`config.mk`:
```
export PLATFORM = sky130hd
export DESIGN_NAME = adc_seq_ctrl
export DESIGN_NICKNAME = d
export VERILOG_FILES = /design/src/rtl/adc_seq_pkg.sv /design/src/rtl/adc_edge_sync.sv /design/src/rtl/adc_cfg_reg.sv /design/src/rtl/adc_stub.sv /design/src/rtl/adc_phase_fsm.sv /design/src/rtl/adc_seq_ctrl.sv
export SDC_FILE = /design/constraint.sdc
export NUM_CORES = 1
export LEC_CHECK = 0
export ABC_AREA = 1
export BUFFER_PORTS_ARGS = -buffer_cell sky130_fd_sc_hd__buf_2
export CORE_ASPECT_RATIO = 1.75
export CORE_MARGIN = 3
export CORE_UTILIZATION = 25
export CTS_CLUSTER_DIAMETER = 100
export DETAILED_ROUTE_END_ITERATION = 10
export SYNTH_ARGS = -nofsm -noshare
export SYNTH_HDL_FRONTEND = slang
export SYNTH_SLANG_ARGS = --single-unit
```
`constraint.sdc`:
```
create_clock -name clk_i -period 1.46 [get_ports clk_i]
set_clock_uncertainty 0.1 [all_clocks]
set_input_delay 0.292 -clock clk_i [delete_from_list [all_inputs] [get_ports clk_i]]
set_output_delay 0.292 -clock clk_i [all_outputs]
set_load 0.02 [all_outputs]
```
`src/rtl/adc_seq_pkg.sv`:
```
package adc_seq_pkg;

  localparam int CNT_W = 6;
  localparam int CFG_W = 8;
  localparam logic [CFG_W-1:0] CFG_RESET = 8'h0F;

  typedef enum logic [1:0] {
    MODE_ONE_RESTART = 2'b00,
    MODE_ONE_LOCK    = 2'b01,
    MODE_CONT        = 2'b10,
    MODE_STOP        = 2'b11
  } conv_mode_e;

  typedef enum logic [2:0] {
    ST_IDLE,
    ST_SAMPLE,
    ST_COMPARE,
    ST_DONE,
    ST_PAUSED
  } seq_state_e;

  typedef struct packed {
    conv_mode_e  mode;
    logic [1:0]  src;
    logic [1:0]  cmp_sel;
    logic [1:0]  smp_sel;
  } cfg_t;

  function automatic logic [CNT_W-1:0] smp_cycles(input logic [1:0] code);
    case (code)
      2'd0:    return CNT_W'(9);
      2'd1:    return CNT_W'(15);
      2'd2:    return CNT_W'(17);
      default: return CNT_W'(28);
    endcase
  endfunction

  function automatic logic [CNT_W-1:0] cmp_cycles(input logic [1:0] code);
    case (code)
      2'd0:    return CNT_W'(12);
      2'd1:    return CNT_W'(18);
      2'd2:    return CNT_W'(24);
      default: return CNT_W'(48);
    endcase
  endfunction

endpackage

```
`src/rtl/adc_edge_sync.sv`:
```
module adc_edge_sync #(
  parameter int   SYNC_STAGES = 2,
  parameter bit   RISING      = 1'b1
) (
  input  logic clk_i,
  input  logic rst_ni,
  input  logic pin_i,
  output logic pulse_o
);

  logic [SYNC_STAGES-1:0] sync_q;
  logic                   prev_q;
  logic                   cur;

  assign cur = sync_q[SYNC_STAGES-1];

  always_ff @(posedge clk_i or negedge rst_ni) begin
    if (!rst_ni) begin
      sync_q <= '0;
      prev_q <= 1'b0;
    end else begin
      sync_q <= {sync_q[SYNC_STAGES-2:0], pin_i};
      prev_q <= cur;
    end
  end

  generate
    if (RISING) begin : g_rise
      assign pulse_o = cur & ~prev_q;
    end else begin : g_fall
      assign pulse_o = ~cur & prev_q;
    end
  endgenerate

  // one edge gives one single-cycle pulse
  assert_pulse_single_R11: assert property (@(posedge clk_i) disable iff (!rst_ni)
    pulse_o |=> !pulse_o);

endmodule

```
`src/rtl/adc_cfg_reg.sv`:
```
module adc_cfg_reg
  import adc_seq_pkg::*;
(
  input  logic             clk_i,
  input  logic             rst_ni,
  input  logic             we_i,
  input  logic [CFG_W-1:0] wdata_i,
  output logic [CFG_W-1:0] rdata_o,
  output cfg_t             cfg_o
);

  logic [CFG_W-1:0] reg_q;

  always_ff @(posedge clk_i or negedge rst_ni) begin
    if (!rst_ni)   reg_q <= CFG_RESET;
    else if (we_i) reg_q <= wdata_i;
  end

  assign rdata_o = reg_q;
  assign cfg_o   = cfg_t'(reg_q);

  assert_write_stored_R2: assert property (@(posedge clk_i) disable iff (!rst_ni)
    we_i |=> rdata_o == $past(wdata_i));

endmodule

```
`src/rtl/adc_stub.sv`:
```
module adc_stub #(
  parameter int RES_W = 10,
  parameter int SEED  = 5,
  parameter int STEP  = 37
) (
  input  logic             clk_i,
  input  logic             rst_ni,
  input  logic             conv_end_i,
  output logic [RES_W-1:0] data_o
);

  logic [RES_W-1:0] val_q;

  always_ff @(posedge clk_i or negedge rst_ni) begin
    if (!rst_ni)         val_q <= RES_W'(SEED);
    else if (conv_end_i) val_q <= val_q + RES_W'(STEP);
  end

  assign data_o = val_q;

endmodule

```
`src/rtl/adc_phase_fsm.sv`:
```
module adc_phase_fsm
  import adc_seq_pkg::*;
(
  input  logic       clk_i,
  input  logic       rst_ni,
  input  conv_mode_e mode_i,
  input  logic [1:0] smp_sel_i,
  input  logic [1:0] cmp_sel_i,
  input  logic       trig_i,
  output logic       sample_en_o,
  output logic       compare_en_o,
  output logic       busy_o,
  output logic       done_o,
  output logic       conv_end_o
);

  seq_state_e       state_q, state_d;
  logic [CNT_W-1:0] cnt_q, cnt_d;
  logic [CNT_W-1:0] smp_load, cmp_load;
  logic             restart_ok;

  assign smp_load   = smp_cycles(smp_sel_i) - CNT_W'(1);
  assign cmp_load   = cmp_cycles(cmp_sel_i) - CNT_W'(1);
  assign restart_ok = (mode_i == MODE_ONE_RESTART) && trig_i;

  always_comb begin
    state_d    = state_q;
    cnt_d      = cnt_q;
    conv_end_o = 1'b0;
    unique case (state_q)
      ST_IDLE, ST_PAUSED: begin
        if (trig_i) begin
          state_d = ST_SAMPLE;
          cnt_d   = smp_load;
        end
      end
      ST_SAMPLE: begin
        if (restart_ok) begin
          cnt_d = smp_load;
        end else if (cnt_q == '0) begin
          state_d = ST_COMPARE;
          cnt_d   = cmp_load;
        end else begin
          cnt_d = cnt_q - CNT_W'(1);
        end
      end
      ST_COMPARE: begin
        if (restart_ok) begin
          state_d = ST_SAMPLE;
          cnt_d   = smp_load;
        end else if (cnt_q == '0) begin
          state_d    = ST_DONE;
          conv_end_o = 1'b1;
        end else begin
          cnt_d = cnt_q - CNT_W'(1);
        end
      end
      ST_DONE: begin
        if (mode_i == MODE_CONT || restart_ok) begin
          state_d = ST_SAMPLE;
          cnt_d   = smp_load;
        end else if (mode_i == MODE_STOP) begin
          state_d = ST_PAUSED;
        end else begin
          state_d = ST_IDLE;
        end
      end
      default: state_d = ST_IDLE;
    endcase
  end

  always_ff @(posedge clk_i or negedge rst_ni) begin
    if (!rst_ni) begin
      state_q <= ST_IDLE;
      cnt_q   <= '0;
    end else begin
      state_q <= state_d;
      cnt_q   <= cnt_d;
    end
  end

  assign sample_en_o  = (state_q == ST_SAMPLE);
  assign compare_en_o = (state_q == ST_COMPARE);
  assign done_o       = (state_q == ST_DONE);
  assign busy_o       = sample_en_o | compare_en_o | done_o;

  assert_phase_excl_R4: assert property (@(posedge clk_i) disable iff (!rst_ni)
    !(sample_en_o && compare_en_o));

  assert_done_single_R5: assert property (@(posedge clk_i) disable iff (!rst_ni)
    done_o |=> !done_o);

  assert_done_after_cmp_R5: assert property (@(posedge clk_i) disable iff (!rst_ni)
    $rose(done_o) |-> $past(compare_en_o));

  assert_cnt_range_R3: assert property (@(posedge clk_i) disable iff (!rst_ni)
    sample_en_o |-> cnt_q < CNT_W'(28));

  assert_cmp_from_smp_R4: assert property (@(posedge clk_i) disable iff (!rst_ni)
    $rose(compare_en_o) |-> $past(sample_en_o));

endmodule

```
`src/rtl/adc_seq_ctrl.sv`:
```
module adc_seq_ctrl
  import adc_seq_pkg::*;
#(
  parameter int RES_W = 10
) (
  input  logic             clk_i,
  input  logic             rst_ni,
  input  logic             cfg_we_i,
  input  logic [7:0]       cfg_wdata_i,
  output logic [7:0]       cfg_rdata_o,
  input  logic             sw_start_i,
  input  logic             ext_trig_i,
  input  logic             tmr_trig_i,
  output logic             sample_en_o,
  output logic             compare_en_o,
  output logic             busy_o,
  output logic             done_o,
  output logic [RES_W-1:0] result_o
);

  cfg_t             cfg;
  logic             ext_fall, tmr_rise, trig, conv_end;
  logic [RES_W-1:0] stub_data;
  logic [RES_W-1:0] result_q;

  adc_cfg_reg u_cfg (
    .clk_i   (clk_i),
    .rst_ni  (rst_ni),
    .we_i    (cfg_we_i),
    .wdata_i (cfg_wdata_i),
    .rdata_o (cfg_rdata_o),
    .cfg_o   (cfg)
  );

  adc_edge_sync #(.SYNC_STAGES(2), .RISING(1'b0)) u_ext_sync (
    .clk_i   (clk_i),
    .rst_ni  (rst_ni),
    .pin_i   (ext_trig_i),
    .pulse_o (ext_fall)
  );

  adc_edge_sync #(.SYNC_STAGES(2), .RISING(1'b1)) u_tmr_sync (
    .clk_i   (clk_i),
    .rst_ni  (rst_ni),
    .pin_i   (tmr_trig_i),
    .pulse_o (tmr_rise)
  );

  // src bit 0 enables the pin, bit 1 the timer; software always allowed
  assign trig = sw_start_i | (cfg.src[0] & ext_fall) | (cfg.src[1] & tmr_rise);

  adc_phase_fsm u_fsm (
    .clk_i        (clk_i),
    .rst_ni       (rst_ni),
    .mode_i       (cfg.mode),
    .smp_sel_i    (cfg.smp_sel),
    .cmp_sel_i    (cfg.cmp_sel),
    .trig_i       (trig),
    .sample_en_o  (sample_en_o),
    .compare_en_o (compare_en_o),
    .busy_o       (busy_o),
    .done_o       (done_o),
    .conv_end_o   (conv_end)
  );

  adc_stub #(.RES_W(RES_W), .SEED(5), .STEP(37)) u_stub (
    .clk_i      (clk_i),
    .rst_ni     (rst_ni),
    .conv_end_i (conv_end),
    .data_o     (stub_data)
  );

  always_ff @(posedge clk_i or negedge rst_ni) begin
    if (!rst_ni)       result_q <= '0;
    else if (conv_end) result_q <= stub_data;
  end

  assign result_o = result_q;

  assert_result_stable_R5: assert property (@(posedge clk_i) disable iff (!rst_ni)
    !done_o |=> done_o || $stable(result_o));

endmodule

```
==> results.rst, run 1 <==
.. list-table::
   :header-rows: 1

   * - Metric
     - Value
   * - Result of the run
     - complete, but fails checks
   * - Violations in the final reports
     - setup timing
   * - Power consumption
     - 0.00715 W
   * - Final hold vios
     - 0
   * - Endpoint of the lowest-slack register-to-register path
     - u_stub.data_o[5]
   * - Transition time of the tightest slew-check pin
     - 0.378 ns
   * - Setup slack of the worst register-to-register path
     - -0.17 ns
   * - Final-layout fill cell count
     - 832
   * - Final setup vio count
     - 33
   * - Share of post-route cells with drive strength above 1
     - approximately half
   * - Startpoint of the lowest-slack hold path
     - tmr_trig_i
   * - Clock buffer depth
     - 2
   * - Launch point of the worst reg-to-reg path
     - u_fsm.cnt_q[1]
   * - Depth of the worst hold-timing path
     - 1
   * - Length in cells of the worst reg-to-reg path
     - 8
   * - Area of placed instances
     - 0.00288 mm²
   * - Total track usage
     - between 10% and 20%
   * - Number of DRC markers after the initial detailed-route iteration
     - 85
   * - Initial cell density of the core
     - between 20% and 30%
   * - Initial antenna violation count
     - 0
   * - Area added between synthesis and finish
     - 60.0%
   * - Chip height
     - 130 µm
   * - Core utilization of the finished layout
     - approximately 41%
   * - Total nets after synthesis
     - ~280
   * - TritonCTS clock tree
     - done
   * - Final period util
     - 111%
   * - Worst IR Drop VDD
     - between 1000 and 1500 µV
   * - Seq/Total Area, Yosys
     - between 40% and 50%
   * - Weighted congestion reported at the end of routability-driven placement
     - 0.932
   * - Vias in the first global route
     - around 2200
   * - Minimum hold slack
     - about 0.013 ns
   * - Post-detailed-route DRC marker count
     - 0
   * - Reg clk slew, reported paths
     - 0.06 ns
   * - Wire length of the first global-routing pass
     - roughly 10000 µm
   * - Number of sinks handled by clock tree synthesis
     - 43
   * - Cell internal pwr
     - 0.00424 W
   * - Fraction of power consumed by sequential logic
     - a little over a quarter
   * - Max-capacitance violation count
     - 0
   * - Worst Path Required
     - approximately 1.5 ns
   * - Kind of end point of the critical path
     - flip-flop
   * - Setup slack after layout
     - -0.166 ns
   * - Non-Filler Cell Area, Final
     - between 0.003 and 0.004 mm²
   * - Worst Hold Endpoint
     - u_tmr_sync.sync_q[0]
   * - Master cell of the clock root buffer
     - sky130_fd_sc_hd__clkbuf_16
   * - Post-Syn Area per Cell
     - 8.36 µm²
   * - Post-synthesis cell type with the largest combined area
     - sky130_fd_sc_hd__dfrtp_1
   * - Hold Crit Class
     - in2reg
   * - Maximum achievable frequency
     - 615 MHz
   * - TritonCTS Buffers
     - 5
   * - Worst-path maximum fanout
     - 7
   * - Standard cell core area
     - around 0.0084 mm²
   * - Die width
     - between 70 and 80 µm
   * - H-Tree Level Count
     - 2
   * - Number of distinct standard cells referenced by the synthesized netlist
     - 27
   * - I/O pin total
     - 36
   * - Length of the first detailed-routing pass in iterations
     - 4
   * - Total number of vias
     - between 2000 and 2500
   * - Critical setup path kind
     - reg2reg
   * - Pins Over Slew Limit
     - 0
   * - Reported net switching power
     - between 0.002 and 0.003 W
   * - Total leakage power
     - about 1.8 nW
   * - Non-filler instance count after layout
     - 480
   * - Final HPWL from detailed placement
     - 4440 µm
   * - Final nets
     - ~380
   * - Sw Share
     - 40.7%
   * - Main area contributors after synthesis
     - sky130_fd_sc_hd__dfrtp_1 42%, sky130_fd_sc_hd__nand2_1 14%, sky130_fd_sc_hd__dfstp_2 7.2%
   * - WL per Instance
     - around 13 µm
   * - FP Rows
     - 44
   * - Antenna cells
     - 0
   * - Critical Path Start
     - u_fsm.cnt_q[1]
   * - Post-synthesis instance area
     - 0.00218 mm²
   * - Drt total wl
     - ~6100 µm
   * - Per-cell via count in the routed design
     - between 4 and 5
   * - Clock latency of the later-clocked register in the worst-skew pair
     - roughly 0.30 ns
   * - Antenna viol nets, final
     - 0
   * - Setup repair after global routing missed its margin
     - true
   * - FF+latch count, synth
     - 43
   * - Overflow left after global routing
     - 0
   * - Data arrival at the endpoint of the critical path
     - 1.71 ns
   * - Die Area
     - between 0.009 and 0.01 mm²
   * - Port bufs
     - 35
   * - Clock network fraction of design power
     - 18.5%
   * - Pwr per Cell Area
     - 2050 mW/mm²
   * - Max-Slew Margin vs Limit
     - between 70 and 80%
   * - Top-area cell type share of the netlist area
     - 42.5%
   * - Combinational share of power
     - between 50% and 60%
   * - Instance count of the mapped netlist
     - 261
   * - Cell Count Post-Placement
     - 455
   * - Count of yosys warnings during synthesis
     - 0
   * - Type of origin of the critical path
     - flip-flop
   * - Clock period minus worst slack
     - about 1.6 ns
   * - Pin count of the biggest net entering global routing
     - 21
==> cell type report <==
| cell class | count | area, µm² | share of cell area [%] |
|---|---|---|---|
| clock buffer | 5 | 125 | 3.59 |
| tap | 115 | 144 | 4.12 |
| inverter | 32 | 125 | 3.59 |
| timing repair buffer | 99 | 779 | 22.3 |
| clock inverter | 3 | 47.5 | 1.36 |
| sequential | 43 | 1090 | 31.2 |
| multi-input combinational | 183 | 1180 | 33.8 |
==> worst max-delay path by stage <==
stage,to
2_1_floorplan,u_fsm.cnt_q[0]
3_3_place_gp,u_fsm.cnt_q[4]
3_5_place_dp,u_fsm.cnt_q[1]
4_1_cts,done_o
5_1_grt,u_stub.data_o[8]
6_report,u_stub.data_o[5]
==> registers in the layout, indices dropped and copies added (netlist names) <==
| name | flops |
|---|---|
| u_ext_sync.sync_q | 2 |
| result_o | 10 |
| u_stub.data_o | 10 |
| u_ext_sync.prev_q | 1 |
| u_tmr_sync.sync_q | 2 |
| u_fsm.state_q | 3 |
| u_cfg.cfg_o | 8 |
| u_fsm.cnt_q | 6 |
| u_tmr_sync.prev_q | 1 |
==> timing repair <==
action,in CTS,in global routing
hold buffers,2,0
endpoints found under the setup margin,33,35
endpoints found under the hold margin,8,0
pin swaps,17,11
buffers inserted,12,2
gates cloned,1,0
gates resized for setup,68,29
==> synth_stat cells, drive strengths merged <==
| master | instances |
|---|---|
| ha | 6 |
| o22ai | 1 |
| dfstp | 6 |
| nand4 | 1 |
| mux2 | 3 |
| nand3 | 25 |
| nand3b | 2 |
| dfrtp | 37 |
| a21oi | 6 |
| inv | 32 |
| o21ai | 21 |
| clkbuf | 2 |
| nor2 | 22 |
| nor3 | 2 |
| o21a | 1 |
| xor2 | 10 |
| nand2 | 82 |
| buf | 2 |
==> cell usage in the layout (no fill, tap or decap), drive strengths merged, types with 3 or more instances in the layout <==
master / count
clkbuf: 5
buf: 97
dfstp: 6
o21ai: 21
inv: 33
dfrtp: 37
nand2: 82
a21oi: 6
nor2: 22
nand3: 26
xor2: 10
ha: 6
mux2: 3
==> logic make-up (layout without fill, tap and decap cells) <==
group                    after synthesis  after routing  share of synthesized area, %
AO/OA/AOI/OAI                         29             29                          6.83
XOR/XNOR                              10             10                          4.02
adder cells (fa/ha/maj)                6              6                          3.44
buffers and inverters                 36            139                          6.60
flip-flops                            43             43                          49.7
multiplexers                           3              3                          1.55
AND/OR/NAND/NOR                      134            135                          27.9
==> power by group through the flow <==
stage | combinational (W) | clock [W] | sequential [W]
detailed placement | 0.00306 | 0 | 0.00183
global placement | 0.00302 | 0 | 0.00183
floorplan | 0.00164 | 0 | 0.00198
global route | 0.00436 | 0.00140 | 0.00191
CTS | 0.00371 | 0.00136 | 0.00183
finish | 0.00396 | 0.00132 | 0.00187
==> per-layer routing <==
metal  up-vias  part of all wire (%)  GRT usage, %
li1       1034                     -             -
met1       971                    35          12.1
met2        44                    54          24.0
met3        30                   3.6          3.55
met4         0                   7.2          10.9
met5         -                     0             0
==> critical path, cell delays in order, from the launching register on <==
cell and delay (ns):
sky130_fd_sc_hd__dfrtp_1 0.39, sky130_fd_sc_hd__inv_2 0.09, sky130_fd_sc_hd__ha_4 0.15, sky130_fd_sc_hd__nand2_4 0.06, sky130_fd_sc_hd__nor2_8 0.20, sky130_fd_sc_hd__nand3_4 0.18
sky130_fd_sc_hd__inv_4 0.14, sky130_fd_sc_hd__nand2_2 0.06, sky130_fd_sc_hd__xor2_1 0.14
==> through the flow <==
| step | setup slack (ns) | setup TNS [ns] |
|---|---|---|
| floorplan | -0.0548 | -0.628 |
| global placement | -0.117 | -1.78 |
| detailed placement | -0.150 | -2.95 |
| CTS | -0.156 | -3.31 |
| global route | -0.253 | -6.68 |
| finish | -0.166 | -3.97 |
Note: power is estimated with default switching activity, not from simulation.
==> run 2: changes to the inputs <==
CORE_MARGIN = 5   (was 3)
SKIP_LAST_GASP = 1   (was unset)
==> results.rst, run 2 (synthesis results as in run 1) <==
.. list-table::
   :header-rows: 1

   * - Metric
     - Value
   * - Sw Share
     - between 40% and 50%
   * - Max-Slew Margin vs Limit
     - approximately three quarters
   * - H-Tree Level Count
     - 2
   * - Type of origin of the critical path
     - flip-flop
   * - Met2 Routed Length
     - between 3000 and 4000 µm
   * - Final period util
     - 110%
   * - Length in cells of the worst reg-to-reg path
     - 9
   * - Weighted congestion reported at the end of routability-driven placement
     - approximately 0.88
   * - Total Neg Setup Slack
     - -2.65 ns
   * - Worst-path maximum fanout
     - 7
   * - Final HPWL from detailed placement
     - ~4400 µm
   * - Length of the first detailed-routing pass in iterations
     - 4
   * - Die Area
     - 0.0108 mm²
   * - Area of all sequential standard cells
     - between 0.001 and 0.0015 mm²
   * - Depth of the worst hold-timing path
     - 1
   * - Final hold vios
     - 0
   * - Final setup vio count
     - 33
   * - Data arrival at the endpoint of the critical path
     - approximately 1.7 ns
   * - I/O pin total
     - 36
   * - Crit path to
     - u_fsm.cnt_q[2]
   * - Non-Filler Cell Area, Final
     - between 0.003 and 0.004 mm²
   * - Multi-input gate area
     - 0.00118 mm²
   * - Drt total wl
     - roughly 6100 µm
   * - Vias in the first global route
     - between 2000 and 2500
   * - Max-capacitance violation count
     - 0
   * - Die width
     - between 80 and 90 µm
   * - Number of sinks handled by clock tree synthesis
     - between 40 and 50
   * - TritonCTS Buffers
     - 5
   * - Share of post-route cells with drive strength above 1
     - around 47%
   * - Launch point of the worst reg-to-reg path
     - u_fsm.cnt_q[1]
   * - Transition time of the tightest slew-check pin
     - ~0.38 ns
   * - Uppermost layer routed
     - met4
   * - Setup slack after layout
     - -0.142 ns
   * - Final-layout fill cell count
     - 853
   * - Clock buffer depth
     - 2
   * - Combinational share of power
     - between 50% and 60%
   * - Wire length of the first global-routing pass
     - 9530 µm
   * - Final nets
     - around 390
   * - Commonest cells after routing, fill and taps aside
     - 70 x sky130_fd_sc_hd__nand2_1, 49 x sky130_fd_sc_hd__buf_4, 34 x sky130_fd_sc_hd__dfrtp_1
   * - Met3 Wirelength
     - between 150 and 200 µm
   * - Met1 layer wirelength in the final routing
     - ~2200 µm
   * - Antenna cells
     - 0
   * - Chip height
     - between 100 and 150 µm
   * - Reported net switching power
     - 0.00280 W
   * - Startpoint of the lowest-slack hold path
     - ext_trig_i
   * - Placement-stage worst setup slack
     - -0.139 ns
   * - Minimum hold slack
     - 0.0120 ns
   * - Critical Path Start
     - u_fsm.cnt_q[1]
   * - Endpoint of the lowest-slack register-to-register path
     - u_fsm.cnt_q[2]
   * - Maximum achievable frequency
     - 624 MHz
   * - Clock network fraction of design power
     - between 10% and 20%
   * - Initial cell density of the core
     - 25.3%
   * - Master cell of the clock root buffer
     - sky130_fd_sc_hd__clkbuf_16
   * - Setup repair after global routing missed its margin
     - true
   * - Result of the run
     - complete, but fails checks
   * - Standard cell core area
     - about 0.0086 mm²
   * - Pins Over Slew Limit
     - 0
   * - Violations in the final reports
     - setup timing
   * - FP Rows
     - 45
   * - Clock latency of the later-clocked register in the worst-skew pair
     - 0.29 ns
   * - Reg clk slew, reported paths
     - about 0.06 ns
   * - Total leakage power
     - between 1.5 and 2 nW
   * - Antenna viol nets, final
     - 0
   * - Total track usage
     - a little under an eighth
   * - Setup slack of the worst register-to-register path
     - -0.14 ns
   * - Initial antenna violation count
     - 0
   * - Area added between synthesis and finish
     - 59.4%
   * - Hold Crit Class
     - in2reg
   * - Worst Path Required
     - approximately 1.6 ns
   * - Pin count of the biggest net entering global routing
     - 19
   * - Post-detailed-route DRC marker count
     - 0
   * - Overflow left after global routing
     - 0
   * - Number of DRC markers after the initial detailed-route iteration
     - 66
   * - Critical setup path kind
     - reg2reg
   * - Per-cell via count in the routed design
     - around 4.4
   * - WL per Instance
     - 12.5 µm
   * - Total number of vias
     - approximately 2100
   * - Kind of end point of the critical path
     - flip-flop
   * - TritonCTS clock tree
     - done
   * - Worst IR Drop VDD
     - approximately 1100 µV
   * - Pwr per Cell Area
     - approximately 2000 mW/mm²
   * - Fraction of power consumed by sequential logic
     - 26.6%
   * - Clock period minus worst slack
     - approximately 1.6 ns
   * - Cell internal pwr
     - around 0.0042 W
   * - Port bufs
     - 35
   * - Area of placed instances
     - 0.00286 mm²
   * - Most common cell after layout, fill and taps aside
     - sky130_fd_sc_hd__nand2_1
## run 2: cell types whose count changed in the layout (fill, tap and decap cells not counted), moves of 3 or more
cell                      previous run  this run
sky130_fd_sc_hd__o21ai_0             7        14
sky130_fd_sc_hd__buf_6              21        16
sky130_fd_sc_hd__nand2_2            19         9
sky130_fd_sc_hd__nor2_4              5         8
sky130_fd_sc_hd__buf_4              45        49
sky130_fd_sc_hd__nand2_1            59        70
sky130_fd_sc_hd__o21ai_1            10         5
## run 2: per-stage QoR
stage | util, % | total power, W | cells
final | 40.4 | 0.00696 | 484
after detailed placement | 33.1 | 0.00486 | 452
after global routing | 40.4 | 0.00743 | 484
after CTS | 36.8 | 0.00648 | 469
after global placement | 33.1 | 0.00480 | 452
after floorplan | - | 0.00362 | 261
## run 2: timing repair
action | CTS | global route
hold buffers | 1 | 0
resized for setup | 23 | 55
pin swaps | 8 | 20
gates cloned | 0 | 3
endpoints found under the setup margin | 35 | 35
buffers inserted | 8 | 12
hold endpoints to repair | 13 | 0
## run 2: how the worst min path moves through the flow
| stage | end |
|---|---|
| after global routing | u_tmr_sync.sync_q[0] |
| final | u_ext_sync.sync_q[0] |
| after CTS | u_ext_sync.sync_q[0] |
| after floorplan | result_o[0] |
| after detailed placement | u_fsm.state_q[2] |
| after global placement | u_fsm.state_q[0] |
## run 2: cell type report
| cell class | instances | share of cell area (%) |
|---|---|---|
| Sequential cell | 43 | 31.3 |
| Multi-Input combinational cell | 184 | 33.9 |
| Inverter | 32 | 3.74 |
| Tap cell | 117 | 4.21 |
| Clock buffer | 7 | 3.81 |
| Timing Repair Buffer | 100 | 22.2 |
| Clock inverter | 1 | 0.864 |
## run 2: routing by layer
metal	up-vias	GRT usage, %
li1	1044	-
met1	1004	11.4
met3	17	2.44
met5	-	0
met4	0	5.55
met2	45	21.5
## run 2: worst max-delay path: stages, from the launching register on
cell                      delay [ns]
sky130_fd_sc_hd__dfrtp_1        0.39
sky130_fd_sc_hd__inv_2          0.09
sky130_fd_sc_hd__ha_4           0.15
sky130_fd_sc_hd__nand2_4        0.06
sky130_fd_sc_hd__nor2_8         0.16
sky130_fd_sc_hd__nand3_2        0.17
sky130_fd_sc_hd__nand3_4        0.12
sky130_fd_sc_hd__buf_6          0.14
sky130_fd_sc_hd__nand2_1        0.05
sky130_fd_sc_hd__nand2_1        0.09
## run 2: power groups by stage
stage               sequential, W  clock [W]  combinational [W]
floorplan                 0.00198          0            0.00164
global placement          0.00182          0            0.00298
detailed placement        0.00183          0            0.00303
CTS                       0.00181    0.00129            0.00338
global route              0.00190    0.00133            0.00421
finish                    0.00185    0.00126            0.00385
